===== src/rtl/mc_pkg.sv =====
package mc_pkg;

    localparam logic [5:0] OP_REG  = 6'h00;
    localparam logic [5:0] OP_ADDI = 6'h08;
    localparam logic [5:0] OP_SLTI = 6'h0A;
    localparam logic [5:0] OP_ANDI = 6'h0C;
    localparam logic [5:0] OP_ORI  = 6'h0D;
    localparam logic [5:0] OP_XORI = 6'h0E;
    localparam logic [5:0] OP_LW   = 6'h23;
    localparam logic [5:0] OP_SW   = 6'h2B;
    localparam logic [5:0] OP_BEQZ = 6'h04;
    localparam logic [5:0] OP_BNEZ = 6'h05;

    localparam logic [10:0] FN_ADD = 11'h020;
    localparam logic [10:0] FN_SUB = 11'h022;
    localparam logic [10:0] FN_AND = 11'h024;
    localparam logic [10:0] FN_OR  = 11'h025;
    localparam logic [10:0] FN_XOR = 11'h026;
    localparam logic [10:0] FN_SLT = 11'h02A;

    typedef enum logic [2:0] {
        ST_IF, ST_ID, ST_EX, ST_MEM, ST_WB
    } step_e;

    typedef enum logic [2:0] {
        K_REG, K_IMM, K_LOAD, K_STORE, K_BEQZ, K_BNEZ, K_NOP
    } kind_e;

    typedef enum logic [2:0] {
        ALU_ADD, ALU_SUB, ALU_AND, ALU_OR, ALU_XOR, ALU_SLT, ALU_ZERO
    } alu_op_e;

    typedef struct packed {
        logic    opr_en;     // capture operands and immediate
        logic    alu_en;     // capture ALU result
        logic    cond_en;    // capture branch condition
        logic    cond_ne;    // condition is "not zero"
        logic    lmd_en;     // capture load data
        logic    pc_en;      // update PC
        logic    pc_take;    // PC takes the ALU result
        logic    ea_sel;     // memory port shows effective address
        logic    mem_we;     // store strobe
        logic    rf_we;      // register write-back
        logic    wb_lmd;     // write-back source is load data
        logic    dst_rtype;  // destination from bits 15..11
        logic    a_npc;      // ALU first input is NPC
        logic    b_imm;      // ALU second input is immediate
        alu_op_e alu_op;
    } ctrl_t;

    function automatic kind_e decode_kind(logic [5:0] op);
        case (op)
            OP_REG:                                  return K_REG;
            OP_ADDI, OP_SLTI, OP_ANDI, OP_ORI, OP_XORI: return K_IMM;
            OP_LW:                                   return K_LOAD;
            OP_SW:                                   return K_STORE;
            OP_BEQZ:                                 return K_BEQZ;
            OP_BNEZ:                                 return K_BNEZ;
            default:                                 return K_NOP;
        endcase
    endfunction

    function automatic alu_op_e fn_to_alu(logic [10:0] fn);
        case (fn)
            FN_ADD:  return ALU_ADD;
            FN_SUB:  return ALU_SUB;
            FN_AND:  return ALU_AND;
            FN_OR:   return ALU_OR;
            FN_XOR:  return ALU_XOR;
            FN_SLT:  return ALU_SLT;
            default: return ALU_ZERO;
        endcase
    endfunction

    function automatic alu_op_e op_to_alu(logic [5:0] op);
        case (op)
            OP_ADDI: return ALU_ADD;
            OP_SLTI: return ALU_SLT;
            OP_ANDI: return ALU_AND;
            OP_ORI:  return ALU_OR;
            OP_XORI: return ALU_XOR;
            default: return ALU_ZERO;
        endcase
    endfunction

endpackage


===== src/rtl/mc_alu.sv =====
module mc_alu
    import mc_pkg::*;
#(
    parameter int XLEN = 32
) (
    input  alu_op_e          op_i,
    input  logic [XLEN-1:0]  a_i,
    input  logic [XLEN-1:0]  b_i,
    output logic [XLEN-1:0]  y_o
);

    always_comb begin
        unique case (op_i)
            ALU_ADD:  y_o = a_i + b_i;
            ALU_SUB:  y_o = a_i - b_i;
            ALU_AND:  y_o = a_i & b_i;
            ALU_OR:   y_o = a_i | b_i;
            ALU_XOR:  y_o = a_i ^ b_i;
            ALU_SLT:  y_o = XLEN'($signed(a_i) < $signed(b_i));
            default:  y_o = '0;
        endcase
    end

endmodule


===== src/rtl/mc_regfile.sv =====
module mc_regfile #(
    parameter int XLEN = 32,
    parameter int NREG = 32,
    localparam int AW  = $clog2(NREG)
) (
    input  logic            clk,
    input  logic            rst_n,
    input  logic [AW-1:0]   ra1_i,
    input  logic [AW-1:0]   ra2_i,
    output logic [XLEN-1:0] rd1_o,
    output logic [XLEN-1:0] rd2_o,
    input  logic            we_i,
    input  logic [AW-1:0]   wa_i,
    input  logic [XLEN-1:0] wd_i
);

    logic [XLEN-1:0] regs_q [NREG];
    logic [XLEN-1:0] regs_d [NREG];

    always_comb begin
        regs_d = regs_q;
        if (we_i && (wa_i != '0)) begin
            regs_d[wa_i] = wd_i;
        end
        regs_d[0] = '0;
    end

    always_ff @(posedge clk) begin
        if (!rst_n) begin
            for (int i = 0; i < NREG; i++) begin
                regs_q[i] <= '0;
            end
        end else begin
            regs_q <= regs_d;
        end
    end

    assign rd1_o = regs_q[ra1_i];
    assign rd2_o = regs_q[ra2_i];

endmodule


===== src/rtl/mc_ctrl.sv =====
module mc_ctrl
    import mc_pkg::*;
(
    input  logic        clk,
    input  logic        rst_n,
    input  logic [5:0]  opcode_i,
    input  logic [10:0] funct_i,
    input  logic        cond_i,
    output step_e       step_o,
    output ctrl_t       ctrl_o
);

    step_e step_d, step_q;
    kind_e kind;
    ctrl_t c;

    always_comb begin
        kind   = decode_kind(opcode_i);
        c      = '0;
        step_d = step_q;
        unique case (step_q)
            ST_IF: begin
                step_d = ST_ID;
            end
            ST_ID: begin
                c.opr_en = 1'b1;
                step_d   = ST_EX;
            end
            ST_EX: begin
                c.alu_en = 1'b1;
                step_d   = ST_MEM;
                case (kind)
                    K_REG: c.alu_op = fn_to_alu(funct_i);
                    K_IMM: begin
                        c.b_imm  = 1'b1;
                        c.alu_op = op_to_alu(opcode_i);
                    end
                    K_LOAD, K_STORE: begin
                        c.b_imm  = 1'b1;
                        c.alu_op = ALU_ADD;
                    end
                    K_BEQZ, K_BNEZ: begin
                        c.a_npc   = 1'b1;
                        c.b_imm   = 1'b1;
                        c.alu_op  = ALU_ADD;
                        c.cond_en = 1'b1;
                        c.cond_ne = (kind == K_BNEZ);
                    end
                    default: c.alu_en = 1'b0;
                endcase
            end
            ST_MEM: begin
                c.pc_en   = 1'b1;
                c.pc_take = ((kind == K_BEQZ) || (kind == K_BNEZ)) && cond_i;
                if (kind == K_LOAD) begin
                    c.ea_sel = 1'b1;
                    c.lmd_en = 1'b1;
                end
                if (kind == K_STORE) begin
                    c.ea_sel = 1'b1;
                    c.mem_we = 1'b1;
                end
                if ((kind == K_REG) || (kind == K_IMM) || (kind == K_LOAD)) begin
                    step_d = ST_WB;
                end else begin
                    step_d = ST_IF;
                end
            end
            ST_WB: begin
                c.rf_we     = 1'b1;
                c.wb_lmd    = (kind == K_LOAD);
                c.dst_rtype = (kind == K_REG);
                step_d      = ST_IF;
            end
            default: step_d = ST_IF;
        endcase
    end

    always_ff @(posedge clk) begin
        if (!rst_n) begin
            step_q <= ST_IF;
        end else begin
            step_q <= step_d;
        end
    end

    assign step_o = step_q;
    assign ctrl_o = c;

endmodule


===== src/rtl/mc_core.sv =====
module mc_core
    import mc_pkg::*;
#(
    parameter int          XLEN     = 32,
    parameter int          NREG     = 32,
    parameter logic [31:0] RESET_PC = 32'h0000_0000
) (
    input  logic            clk,
    input  logic            rst_n,
    output logic [XLEN-1:0] mem_addr,
    output logic [XLEN-1:0] mem_wdata,
    output logic            mem_we,
    input  logic [XLEN-1:0] mem_rdata
);

    localparam int AW     = $clog2(NREG);
    localparam int IMM_W  = 16;
    localparam int EXT_W  = XLEN - IMM_W;

    typedef struct packed {
        logic [XLEN-1:0] pc;
        logic [XLEN-1:0] npc;
        logic [XLEN-1:0] ir;
        logic [XLEN-1:0] a;
        logic [XLEN-1:0] b;
        logic [XLEN-1:0] imm;
        logic [XLEN-1:0] alu;
        logic            cond;
        logic [XLEN-1:0] lmd;
    } dp_t;

    dp_t             dp_d, dp_q;
    step_e           step;
    ctrl_t           ctl;
    logic [XLEN-1:0] rd1, rd2;
    logic [XLEN-1:0] alu_a, alu_b, alu_y;
    logic [AW-1:0]   wa;
    logic [XLEN-1:0] wd;

    mc_ctrl u_ctrl (
        .clk      (clk),
        .rst_n    (rst_n),
        .opcode_i (dp_q.ir[31:26]),
        .funct_i  (dp_q.ir[10:0]),
        .cond_i   (dp_q.cond),
        .step_o   (step),
        .ctrl_o   (ctl)
    );

    assign wa = ctl.dst_rtype ? dp_q.ir[15:11] : dp_q.ir[20:16];
    assign wd = ctl.wb_lmd ? dp_q.lmd : dp_q.alu;

    mc_regfile #(
        .XLEN (XLEN),
        .NREG (NREG)
    ) u_rf (
        .clk   (clk),
        .rst_n (rst_n),
        .ra1_i (dp_q.ir[25:21]),
        .ra2_i (dp_q.ir[20:16]),
        .rd1_o (rd1),
        .rd2_o (rd2),
        .we_i  (ctl.rf_we),
        .wa_i  (wa),
        .wd_i  (wd)
    );

    assign alu_a = ctl.a_npc ? dp_q.npc : dp_q.a;
    assign alu_b = ctl.b_imm ? dp_q.imm : dp_q.b;

    mc_alu #(
        .XLEN (XLEN)
    ) u_alu (
        .op_i (ctl.alu_op),
        .a_i  (alu_a),
        .b_i  (alu_b),
        .y_o  (alu_y)
    );

    always_comb begin
        dp_d = dp_q;
        if (step == ST_IF) begin
            dp_d.ir  = mem_rdata;
            dp_d.npc = dp_q.pc + XLEN'(4);
        end
        if (ctl.opr_en) begin
            dp_d.a   = rd1;
            dp_d.b   = rd2;
            dp_d.imm = {{EXT_W{dp_q.ir[IMM_W-1]}}, dp_q.ir[IMM_W-1:0]};
        end
        if (ctl.alu_en) begin
            dp_d.alu = alu_y;
        end
        if (ctl.cond_en) begin
            dp_d.cond = ctl.cond_ne ? (dp_q.a != '0) : (dp_q.a == '0);
        end
        if (ctl.lmd_en) begin
            dp_d.lmd = mem_rdata;
        end
        if (ctl.pc_en) begin
            dp_d.pc = ctl.pc_take ? dp_q.alu : dp_q.npc;
        end
    end

    always_ff @(posedge clk) begin
        if (!rst_n) begin
            dp_q    <= '0;
            dp_q.pc <= RESET_PC;
        end else begin
            dp_q <= dp_d;
        end
    end

    assign mem_addr  = ctl.ea_sel ? dp_q.alu : dp_q.pc;
    assign mem_we    = ctl.mem_we;
    assign mem_wdata = ctl.mem_we ? dp_q.b : '0;

endmodule


===== config.mk =====
export PLATFORM = sky130hd
export DESIGN_NAME = mc_core
export DESIGN_NICKNAME = d
export VERILOG_FILES = /design/src/rtl/mc_pkg.sv /design/src/rtl/mc_alu.sv /design/src/rtl/mc_regfile.sv /design/src/rtl/mc_ctrl.sv /design/src/rtl/mc_core.sv
export SDC_FILE = /design/constraint.sdc
export NUM_CORES = 2
export LEC_CHECK = 0
export ABC_AREA = 1
export CAP_MARGIN = 20
export CELL_PAD_IN_SITES_DETAIL_PLACEMENT = 0
export CELL_PAD_IN_SITES_GLOBAL_PLACEMENT = 1
export CORE_AREA = 2 2 450 452
export DETAILED_ROUTE_END_ITERATION = 8
export DIE_AREA = 0 0 452 454
export GPL_ROUTABILITY_DRIVEN = 0
export PLACE_DENSITY = 0.77
export SETUP_SLACK_MARGIN = 0.4
export SYNTH_ARGS = -nofsm -noshare
export SYNTH_HDL_FRONTEND = slang
export SYNTH_SLANG_ARGS = --single-unit
export TNS_END_PERCENT = 1

===== constraint.sdc =====
create_clock -name clk -period 10.45 [get_ports clk]
set_input_delay 1.045 -clock clk [delete_from_list [all_inputs] [get_ports clk]]
set_output_delay 1.045 -clock clk [all_outputs]
set_load 0.02 [all_outputs]

==> run_results.csv <==
group,metric,value,unit
timing,min_period,5648,ps
setup_path,cp_max_fo,31,
place,portBuffers,98,
cts,clk_pin_slew_worst_paths,60,ps
timing,drv_slew,0,
cells_and_area,syn2layout_area_growth,10.55,%
cts,cts-resized-gates,0,
logic_synthesis,synth-seq-cells,1236,
timing,worstMarginPinSlew,1298,ps
routing,route.vias.total,79279,
global_route,grt_max_degree,247,
routing,remaining_drc_errors,0,
cells_and_area,seqCellArea,24770,µm²
power_and_ir_drop,vdd_drop_max,0.1923,mV
global_route,overflow,0,
setup_path,cp_data_arrival_time,6370,ps
power_and_ir_drop,power.internal,0.008576,W
timing,rsz0062_at_grt,"false",
floorplanning,io_pins,99,
logic_synthesis,synth_area_leader_cell,"dfxtp_1",
cts,cts_buffer_depth,3,
setup_path,cpMaxStageDelayCell,"nand2_1",
cts,post_cts_buffers,0,
logic_synthesis,ys_seq_area_frac,0.3545,
cells_and_area,fin_area,77150,µm²
global_route,grt_pass1_wl,491.9,mm
timing,tns,0,ps
routing,wl_per_cell,25.79,µm
floorplanning,die_w,452,µm
timing,hold_violations,0,
cts,cts_buffers,143,
power_and_ir_drop,p_sw,0.004473,W
logic_synthesis,synthesis.nets,11148,
cells_and_area,multi_input_area,38350,µm²
cells_and_area,drive_above_1_share,0.04961,
setup_path,cp-start-kind,"register",
global_route,track_usage,0.3184,
place,placed_area,72150,µm²
logic_synthesis,syn_area,69790,µm²
routing,drtAntennaViolNets,0,
floorplanning,die-area,205200,µm²
logic_synthesis,yosysWarnings,0,
power_and_ir_drop,pwr-share-seq,0.378,
setup_path,crit_path_end_kind,"register",
place,dp_hpwl,207.7,mm
power_and_ir_drop,power.density,169.1,nW/µm²
cts,cts_root_buf,"clkbuf_16",
floorplanning,die_height,454,µm
timing,relSlewSlack,0.1321,
routing,wl,341.9,mm
timing,fin_worst_skew,30.21,ps
logic_synthesis,synth_top_area_share,0.3545,
setup_path,path_class,"reg2reg",
cts,cts_tree,"built",
routing,firstDrtPassIters,7,
global_route,antenna_found_initial,18,
logic_synthesis,synthFlopType,"dfxtp_1",
setup_path,r2r_slack,4800,ps
cells_and_area,fillers,21252,
logic_synthesis,synth_cell_type_count,50,
min_path,hold_path.class,"reg2reg",
routing,viasPerCell,5.978,
power_and_ir_drop,clkPwrFrac,0.405,
cells_and_area,layout.nets,10603,
timing,finalSetupViolations,0,
logic_synthesis,synth_area_per_cell,6.340,µm²
power_and_ir_drop,comb_power_share,0.217,
setup_path,required,11170,ps
power_and_ir_drop,swShare,0.3428,
run,cap_violations,0,
setup_path,cpMostUsedCell,"inv_1",
floorplanning,num_rows,165,
logic_synthesis,ys_async_sr_fraction,0,
logic_synthesis,yosys.cell_count.top_type,"o21ai_0",
cts,cts.htree.levels,4,
setup_path,path_buf_inv,7,
logic_synthesis,synthTopCellsByArea,"dfxtp_1, o21ai_0, a21oi_1",
run_status,status,"finished clean",
cts,clock_latency,830,ps
logic_synthesis,synth-edff-count,0,
floorplanning,core_area,200900,µm²
logic_synthesis,synthTopCellsByCount,"o21ai_0, nor2_1, nand2_1",
setup_path,crit_family,"simple AND/OR/NAND/NOR gates",
setup_path,slowest_delay,670,ps
logic_synthesis,syn_inst,11009,
power_and_ir_drop,p_leak,28.50,nW
routing,first_iter_violations,11479,
cts,cts-hold-fix-buffers,0,
timing,finalCritPeriodShare,0.5405,
floorplanning,start_util,0.3474,
cts,cts_sinks,1236,
timing,max_freq,0.1771,GHz
global_route,first_global_vias,71836,
-- layer usage --
| metal | wire length [µm] | global-route usage | up-vias |
|---|---|---|---|
| met5 | 191 | 0 | - |
| met4 | 25700 | 0.2182 | 18 |
| met3 | 37960 | 0.07132 | 1202 |
| met2 | 146600 | 0.4845 | 4999 |
| met1 | 131500 | 0.4002 | 37310 |
| li1 | - | - | 35750 |
-- registers in the layout (all words and copies together) (netlist names) --
signal         count
dp_q             241
u_ctrl.step_o      3
u_rf.regs_q      992
-- layout make-up --
| class | instances | area share |
|---|---|---|
| multi-input cells | 7954 | 0.4970 |
| flip-flops and latches | 1236 | 0.3211 |
| clock buffers | 223 | 0.05721 |
| well taps | 2672 | 0.04333 |
| inverters | 849 | 0.04186 |
| repair buffers | 280 | 0.03315 |
| clock inverters | 41 | 0.006114 |
| diodes | 6 | 0.0001946 |
-- tightest hold or removal path, delay by kind of cell, from the launching register on --
family	cells	cell delay (ps)
flops	1	320
buf+inv	1	50
compound gates	1	50
-- power groups by stage --
stage,registers [W],logic [W],clock network [W]
after global placement,0.00503,0.00269,0
after detailed placement,0.00503,0.00269,0
after global routing,0.00493,0.00300,0.00551
after CTS,0.00492,0.00270,0.00533
final,0.00493,0.00283,0.00529
after floorplan,0.00491,0.00175,0
-- cells by family (layout without fill, tap and decap cells) --
kind of cell | after synthesis | count (layout) | synth area share
xor gates and xnor gates | 51 | 51 | 0.006400
and+or+nand+nor | 3703 | 3703 | 0.2104
buffers and inverters | 1819 | 1393 | 0.09961
adders and majority gates | 105 | 105 | 0.01904
other | 0 | 6 | 0
AOI/OAI and AO/OA | 4093 | 4093 | 0.3097
DFF | 1236 | 1236 | 0.3545
muxes | 2 | 2 | 0.0003227
-- final timing paths --
check,endpoint,cells after the start,from
worst max register to register,dp_q[33],26,dp_q[191]
worst min register to register,u_rf.regs_q[545],2,u_rf.regs_q[545]
worst max-delay path,dp_q[33],26,dp_q[191]
worst min-delay path,u_rf.regs_q[545],2,u_rf.regs_q[545]
-- placed cells by master (no fill, tap or decap), types with 24 or more instances in the layout --
cell and count:
nand4_1 62, dfxtp_1 1228, clkbuf_8 45, o32ai_1 28
a31oi_1 24, xor2_1 44, ha_1 103, inv_2 28
clkbuf_16 147, o21ai_0 2184, clkdlybuf4s50_1 97, o22ai_1 292
nor3_1 114, nand3_1 243, a21oi_1 1296, a211oi_1 107
buf_4 166, clkbuf_1 31, o221ai_1 64, inv_1 809
o21ai_1 43, nand2_1 1602, nor2_1 1605
-- through the flow --
stage	hold WS [ps]	power [W]	cells	util	setup slack [ps]
final	456.3	0.01305	13261	0.3841	4802
after global placement	438.5	0.007716	12985	0.3591	5117
after global routing	473.6	0.01344	13257	0.3840	4556
after floorplan	424.5	0.006664	11009	-	6839
after detailed placement	445.8	0.007721	12986	0.3592	5069
after CTS	455.3	0.01296	13250	0.3835	5033
No activity file was read; power rests on OpenSTA's default activity.
